### config.mk
export PLATFORM = sky130hd
export DESIGN_NAME = sdram_cke_ctrl
export DESIGN_NICKNAME = d
export VERILOG_FILES = /design/src/rtl/sdram_cke_pkg.sv /design/src/rtl/cke_sampler.sv /design/src/rtl/pwr_state_fsm.sv /design/src/rtl/mask_delay.sv /design/src/rtl/sdram_cke_ctrl.sv
export SDC_FILE = /design/constraint.sdc
export NUM_CORES = 1
export LEC_CHECK = 0
export BUFFER_PORTS_ARGS = -buffer_cell sky130_fd_sc_hd__buf_2
export CAP_MARGIN = 20
export CORE_AREA = 2 2 39 41
export CTS_BUF_LIST = sky130_fd_sc_hd__clkbuf_4 sky130_fd_sc_hd__clkbuf_8
export DETAILED_ROUTE_END_ITERATION = 8
export DIE_AREA = 0 0 41 43
export PLACE_DENSITY_LB_ADDON = 0.12
export REMOVE_ABC_BUFFERS = 1
export SETUP_SLACK_MARGIN = 0.2
export SLEW_MARGIN = 10
export SYNTH_ARGS = -nofsm -noshare
export SYNTH_HDL_FRONTEND = slang
export SYNTH_SLANG_ARGS = --single-unit
### constraint.sdc
create_clock -name clk -period 1.8 [get_ports clk]
set_input_delay 0.54 -clock clk [delete_from_list [all_inputs] [get_ports clk]]
set_output_delay 0.54 -clock clk [all_outputs]
set_load 0.1 [all_outputs]
### src/rtl/sdram_cke_pkg.sv
package sdram_cke_pkg;

   typedef enum logic [1:0] {
      PS_RUN  = 2'b00,
      PS_PDN  = 2'b01,
      PS_SUSP = 2'b10,
      PS_SREF = 2'b11
   } pwr_state_t;

   // NOP or deselect on the command pins
   function automatic logic cmd_is_quiet(input logic cs_n, input logic ras_n,
                                         input logic cas_n, input logic we_n);
      return cs_n | (ras_n & cas_n & we_n);
   endfunction

   // Auto-refresh encoding; the same code requests self refresh when cke falls
   function automatic logic cmd_is_refresh(input logic cs_n, input logic ras_n,
                                           input logic cas_n, input logic we_n);
      return ~cs_n & ~ras_n & ~cas_n & we_n;
   endfunction

endpackage

### src/rtl/cke_sampler.sv
module cke_sampler (
   input  logic clk,
   input  logic rst_n,
   input  logic cke,
   output logic cke_prev,
   output logic cke_fall
);
   always_ff @(posedge clk) begin
      if (!rst_n) cke_prev <= 1'b1;
      else        cke_prev <= cke;
   end

   assign cke_fall = cke_prev & ~cke;
endmodule

### src/rtl/pwr_state_fsm.sv
module pwr_state_fsm
   import sdram_cke_pkg::*;
(
   input  logic       clk,
   input  logic       rst_n,
   input  logic       cke,
   input  logic       cke_fall,
   input  logic       quiet_cmd,
   input  logic       refresh_cmd,
   input  logic       banks_idle,
   output pwr_state_t state,
   output logic       exit_hold,
   output logic       idle_entry
);
   pwr_state_t state_nx;
   logic       hold_nx;

   assign idle_entry = (state == PS_RUN) & cke_fall & banks_idle;

   always_comb begin
      state_nx = state;
      hold_nx  = 1'b0;
      unique case (state)
         PS_RUN: begin
            if (cke_fall) begin
               if (!banks_idle)      state_nx = PS_SUSP;
               else if (refresh_cmd) state_nx = PS_SREF;
               else                  state_nx = PS_PDN;
            end
         end
         PS_PDN: begin
            if (cke && quiet_cmd) state_nx = PS_RUN;
         end
         PS_SUSP: begin
            if (cke) state_nx = PS_RUN;
         end
         PS_SREF: begin
            if (cke && quiet_cmd) begin
               state_nx = PS_RUN;
               hold_nx  = 1'b1;
            end
         end
         default: state_nx = PS_RUN;
      endcase
   end

   always_ff @(posedge clk) begin
      if (!rst_n) begin
         state     <= PS_RUN;
         exit_hold <= 1'b0;
      end else begin
         state     <= state_nx;
         exit_hold <= hold_nx;
      end
   end
endmodule

### src/rtl/mask_delay.sv
module mask_delay #(
   parameter int LAT = 2
) (
   input  logic clk,
   input  logic rst_n,
   input  logic advance,
   input  logic din,
   output logic dout
);
   generate
      if (LAT == 0) begin : g_direct
         assign dout = din;
      end else begin : g_pipe
         logic [LAT-1:0] stage;
         always_ff @(posedge clk) begin
            if (!rst_n) begin
               stage <= '0;
            end else if (advance) begin
               if (LAT == 1) stage[0] <= din;
               else          stage    <= {stage[LAT-2:0], din};
            end
         end
         assign dout = stage[LAT-1];
      end
   endgenerate
endmodule

### src/rtl/sdram_cke_ctrl.sv
module sdram_cke_ctrl
   import sdram_cke_pkg::*;
#(
   parameter int RD_MASK_LAT = 2,
   parameter int WR_MASK_LAT = 0
) (
   input  logic       clk,
   input  logic       rst_n,
   input  logic       cke,
   input  logic       cs_n,
   input  logic       ras_n,
   input  logic       cas_n,
   input  logic       we_n,
   input  logic       banks_idle,
   input  logic       dqm,
   output logic       core_clk_en,
   output logic       cmd_strobe,
   output logic       wr_mask,
   output logic       rd_hiz,
   output logic [1:0] pwr_status
);
   localparam int MAX_LAT = 8;

   generate
      if (RD_MASK_LAT < 0 || RD_MASK_LAT > MAX_LAT) begin : g_bad_rd
         $error("RD_MASK_LAT out of range");
      end
      if (WR_MASK_LAT < 0 || WR_MASK_LAT > MAX_LAT) begin : g_bad_wr
         $error("WR_MASK_LAT out of range");
      end
   endgenerate

   logic       cke_prev, cke_fall;
   logic       quiet_cmd, refresh_cmd;
   pwr_state_t state;
   logic       exit_hold, idle_entry;

   assign quiet_cmd   = cmd_is_quiet(cs_n, ras_n, cas_n, we_n);
   assign refresh_cmd = cmd_is_refresh(cs_n, ras_n, cas_n, we_n);

   cke_sampler u_smp (
      .clk      (clk),
      .rst_n    (rst_n),
      .cke      (cke),
      .cke_prev (cke_prev),
      .cke_fall (cke_fall)
   );

   pwr_state_fsm u_fsm (
      .clk         (clk),
      .rst_n       (rst_n),
      .cke         (cke),
      .cke_fall    (cke_fall),
      .quiet_cmd   (quiet_cmd),
      .refresh_cmd (refresh_cmd),
      .banks_idle  (banks_idle),
      .state       (state),
      .exit_hold   (exit_hold),
      .idle_entry  (idle_entry)
   );

   assign core_clk_en = (state == PS_RUN);
   assign cmd_strobe  = core_clk_en & ~exit_hold & ~cs_n & ~idle_entry;
   assign pwr_status  = state;

   mask_delay #(.LAT(WR_MASK_LAT)) u_wmask (
      .clk     (clk),
      .rst_n   (rst_n),
      .advance (core_clk_en),
      .din     (dqm),
      .dout    (wr_mask)
   );

   mask_delay #(.LAT(RD_MASK_LAT)) u_rmask (
      .clk     (clk),
      .rst_n   (rst_n),
      .advance (core_clk_en),
      .din     (dqm),
      .dout    (rd_hiz)
   );
endmodule

### After elaboration in Yosys (flattened, before gate mapping)

Cells that the tools add are included.

| word-level totals | value |
|---|---|
| output and inout port bits | 6 |
| input port bits | 9 |
| logic and storage cells | 40 |
| bits in registers | 6 |

| operators by class | value |
|---|---|
| muxes and demuxes | 7 |
| equality and inequality tests | 6 |
| reductions and logical operators | 5 |
| bitwise operators | 18 |

Operators with widths:

| kind | count |
|---|---|
| 1-bit AND | 11 |
| 2-bit 2-to-1 mux | 5 |
| 1-bit inverter | 6 |
| 2-bit case mux with 3 select lines | 1 |
| 2-bit == test (second input constant) | 2 |
| 2-bit by 1-bit != test with 1-bit output (second input constant) | 2 |
| 3-bit AND reduction | 1 |
| 2-bit by 1-bit == test with 1-bit output (second input constant) | 1 |
| 2-bit zero test | 1 |
| 2-bit != test (second input constant) | 1 |
| 2-bit AND reduction | 1 |
| 2-bit OR reduction | 1 |
| 1-bit logical AND | 1 |
| 1-bit 2-to-1 mux | 1 |
| 1-bit OR | 1 |

### Depth between registers and ports, before layout

| depth | value |
|---|---|
| depth after elaboration | 8 |
| mapped depth | 3 |
| mapped depth without buffers | 3 |

### By module

From an unflattened synthesis, not the netlist that was laid out.

| unflattened totals | value |
|---|---|
| cell total of the unflattened synthesis | 30 |
| area, all modules | 297.8 um^2 |

By module, submodules not included:

| module | sequential area each (um^2) | area an instance (um^2) | times used | cells each |
|---|---|---|---|---|
| pwr_state_fsm | 60.1 | 131.4 | 1 | 16 |
| mask_delay (u_rmask) | 40.0 | 72.6 | 1 | 6 |
| sdram_cke_ctrl | 0.0 | 53.8 | 1 | 4 |
| cke_sampler | 20.0 | 32.5 | 1 | 3 |
| mask_delay (u_wmask) | 0.0 | 7.5 | 1 | 1 |

### Least setup slack after synthesis

Ideal clock, no wire load.

| path | value |
|---|---|
| path kind | reg-to-output |
| from | reg u_fsm.state[0] |
| to | out cmd_strobe |
| arrival time | 5377 ps |
| required time | 1260 ps |
| path buffers | 0 |
| cell stages (with the launch flop) | 3 |
| slack | -4117 ps |
| path through | dfxtp_1 > nor2_1 > nor4b_1 |

| between the ends | value |
|---|---|
| cells in the longest elaborated chain, start to end | 5 |
| elaborated cells on any way between the ends | 7 |
| classes of those cells | bitwise (6); reduce/logical (1) |

Ends and longest elaborated chain:

| what | RTL line | source |
|---|---|---|
| start, declared | pwr_state_fsm.sv:11 | `output pwr_state_t state,` |
| start signal, assigned | pwr_state_fsm.sv:52 | `state <= state_nx;` |
| 2-bit zero test * | sdram_cke_ctrl.sv:62 | `assign core_clk_en = (state == PS_RUN);` |
| named net core_clk_en | sdram_cke_ctrl.sv:16 | `output logic core_clk_en,` |
| 1-bit AND (2 in a row) | pwr_state_fsm.sv:18 | `assign idle_entry = (state == PS_RUN) & cke_fall & banks_idle;` |
| 1-bit inverter | sdram_cke_ctrl.sv:63 | `assign cmd_strobe = core_clk_en & ~exit_hold & ~cs_n & ~idle_entry;` |
| 1-bit AND * | sdram_cke_ctrl.sv:63 |  |
| end, declared | sdram_cke_ctrl.sv:17 | `output logic cmd_strobe,` |

Mark *: on every way through the listed nets, which the timed path passes. The rest lies on a longest branch.

### Worst setup path in the final report

| path | value |
|---|---|
| from | in banks_idle |
| to | out cmd_strobe |

| between the ends | value |
|---|---|
| cells in the longest elaborated chain, start to end | 3 |

Ends and longest elaborated chain:

| what | RTL line | source |
|---|---|---|
| start, declared | sdram_cke_ctrl.sv:14 | `input logic banks_idle,` |
| 1-bit AND | pwr_state_fsm.sv:18 |  |
| 1-bit inverter | sdram_cke_ctrl.sv:63 |  |
| 1-bit AND | sdram_cke_ctrl.sv:63 |  |

Every way passes these cells.

==> flow_summary.json <==
{
  "worst_slack_ns": -0.0840,
  "numCtsBuffers": 3,
  "initial_core_util": 0.198,
  "cts_tree": "built",
  "chipWidth_um": 41,
  "setup_violations": 1,
  "grt_max_degree": 8,
  "grt_pass1_wl_mm": 1.17,
  "ff2ff_path_depth": 3,
  "worst_slew_pin_slew_ns": 0.482,
  "p_total_mw": 0.438,
  "synth_flop_cell": "dfxtp_1",
  "htreeDepth": 1,
  "clk_latency_ns": 0.25,
  "clock_skew_ns": 0.00542,
  "rows": 14,
  "area_growth_pct": 81.7,
  "netSwitchingFraction": 0.369,
  "power.density_mw_per_mm2": 879,
  "worstPathRequired_ns": 1.26,
  "synth_mux_area_frac": 0,
  "via_per_inst": 4.57,
  "pin_count": 15,
  "min_from": "u_rmask.g_pipe.stage[0]",
  "outcome": "finished, violations left",
  "seq_area_frac_synth": 0.438,
  "p_sw_mw": 0.161,
  "whs_path_depth": 2,
  "crit_fanout": 2,
  "synth_compound_area_frac": 0.265,
  "avgSynthCellArea_um2": 9.13,
  "violations": "negative setup slack",
  "r2r-end": "u_fsm.state[1]",
  "die_area_mm2": 0.00176,
  "ff2ff_setup_slack_ns": 0.77,
  "seq_power_share": 0.328,
  "layout_common_cells": "8 x buf_2, 8 x buf_4, 6 x dfxtp_1",
  "hold_viol_final": 0,
  "irDropWorstVdd_uv": 406,
  "synth-xor-area-share": 0,
  "p_clk_frac": 0.292,
  "fin_setup_tns_ns": -0.0840,
  "overflow": 0,
  "dp_cells": 65,
  "cp-end-kind": "output pin",
  "hold_path.class": "flip-flop to flip-flop",
  "coreArea_mm2": 0.00138,
  "timing.hold.ws_ns": 0.460,
  "synth_top_family_by_area": "compound AO/OA/AOI/OAI gates",
  "hold_path_end": "u_rmask.g_pipe.stage[1]",
  "routed_wl_um": 756,
  "comb_power_share": 0.380,
  "stdcell_count": 68,
  "grt_antenna_before_repair": 0,
  "fin_crit_ns": 1.88,
  "worst-endpoint-arrival_ns": 1.34,
  "cts.root.buffer_cell": "clkbuf_4",
  "slew_violations": 0,
  "path_class": "input pin to output pin",
  "wl_per_cell_um": 11.1,
  "cts_setup_buffers": 0,
  "ys_ff_latch": 6,
  "synthesis.area_um2": 274,
  "utilization": 0.360,
  "synthArstFlopShare": 0,
  "synthSimpleGateAreaFrac": 0.242,
  "grt_pass1_vias": 306,
  "ant_nets": 0,
  "synthAdderAreaFrac": 0,
  "drt_iter0_drc": 3,
  "max_slew_margin": 0.681,
  "yosysWarnings": 0,
  "internal_power_mw": 0.276,
  "r2r-start": "u_fsm.state[0]",
  "rsz0062_at_grt": "true",
  "period_share": 1.05,
  "place_congestion": 0.712,
  "path_clk_slew_ns": 0.05,
  "vias": 311,
  "drc": 0,
  "die_h_um": 43,
  "start_kind": "input pin",
  "grtUsageTotal": 0.105,
  "cts_sinks": 6,
  "port_buffers": 14,
  "max_freq_mhz": 531,
  "maxCapViolations": 0,
  "firstDrtPassIters": 2,
  "synth.distinct_cells": 18,
  "antenna_cells": 0,
  "cts.path.max_buffers": 2,
  "synth_edf_count": 0,
  "drive_gt1_frac": 0.500,
  "leakage_nw": 0.223,
  "hold_buffers": 0,
  "syn_inst": 30,
  "final_net_count": 63
}
-- through the flow --
| step | area, µm² | setup WS, ns |
|---|---|---|
| floorplan | 267 | -4.12 |
| global placement | 447 | -0.155 |
| detailed placement | 447 | -0.129 |
| CTS | 498 | -0.0867 |
| global route | 498 | -0.123 |
| finish | 498 | -0.0840 |
-- cells in the mapped netlist, drive strengths merged, types with 2 or more instances --
cell	count	area [µm²]
a21boi	2	15.0
dfxtp	6	120
inv	2	7.51
nand2	4	15.0
nor2	2	7.51
o21ai	2	10.0
-- how the worst max path moves through the flow --
stage	startpoint	end	slack [ns]
2_1_floorplan	u_fsm.state[0]	cmd_strobe	-4.12
3_3_place_gp	banks_idle	cmd_strobe	-0.15
3_5_place_dp	banks_idle	cmd_strobe	-0.13
4_1_cts	banks_idle	cmd_strobe	-0.09
5_1_grt	banks_idle	cmd_strobe	-0.12
6_report	banks_idle	cmd_strobe	-0.08
-- cell type report --
type                       count  area (µm²)
fill                         155         886
inverter                       2        7.51
tap                           16        20.0
timing repair buffer          20         171
sequential                     6         120
multi-input combinational     21         156
clock buffer                   3        22.5
-- sequential cells by signal, indices dropped and copies added (netlist names) --
register / count
u_smp.cke_prev: 1
u_rmask.g_pipe.stage: 2
u_fsm.exit_hold: 1
u_fsm.state: 2
-- power groups by stage --
| stage | sequential [mW] | combinational (mW) | clock, mW |
|---|---|---|---|
| global placement | 0.146 | 0.158 | 0 |
| finish | 0.144 | 0.166 | 0.128 |
| CTS | 0.144 | 0.167 | 0.136 |
| detailed placement | 0.146 | 0.159 | 0 |
| global route | 0.144 | 0.173 | 0.139 |
| floorplan | 0.179 | 0.0548 | 0 |
-- critical path, cell delays in order --
cell and delay [ns]:
buf_6 0.09, nor3b_4 0.14, nor4b_2 0.25, buf_4 0.16
buf_12 0.16
-- layer usage --
layer / share of wire / GRT usage / vias to the layer above / routed length [µm]
li1: - / - / 154 / -
met2: 0.50 / 0.163 / 15 / 376
met3: 0.097 / 0.0314 / 2 / 73
met4: 0.025 / 0.100 / 0 / 19
met5: 0 / 0 / - / 0
met1: 0.38 / 0.103 / 140 / 287
-- cells by family after synthesis --
logic type	after synthesis
simple gates	12
buf+inv	3
flops	6
compound gates	9
-- repair_timing --
| action | CTS | global route |
|---|---|---|
| endpoints found under the setup margin | 3 | 1 |
| resized for setup | 6 | 0 |
| pin swaps | 1 | 0 |
(Power assumes the default switching activity.)
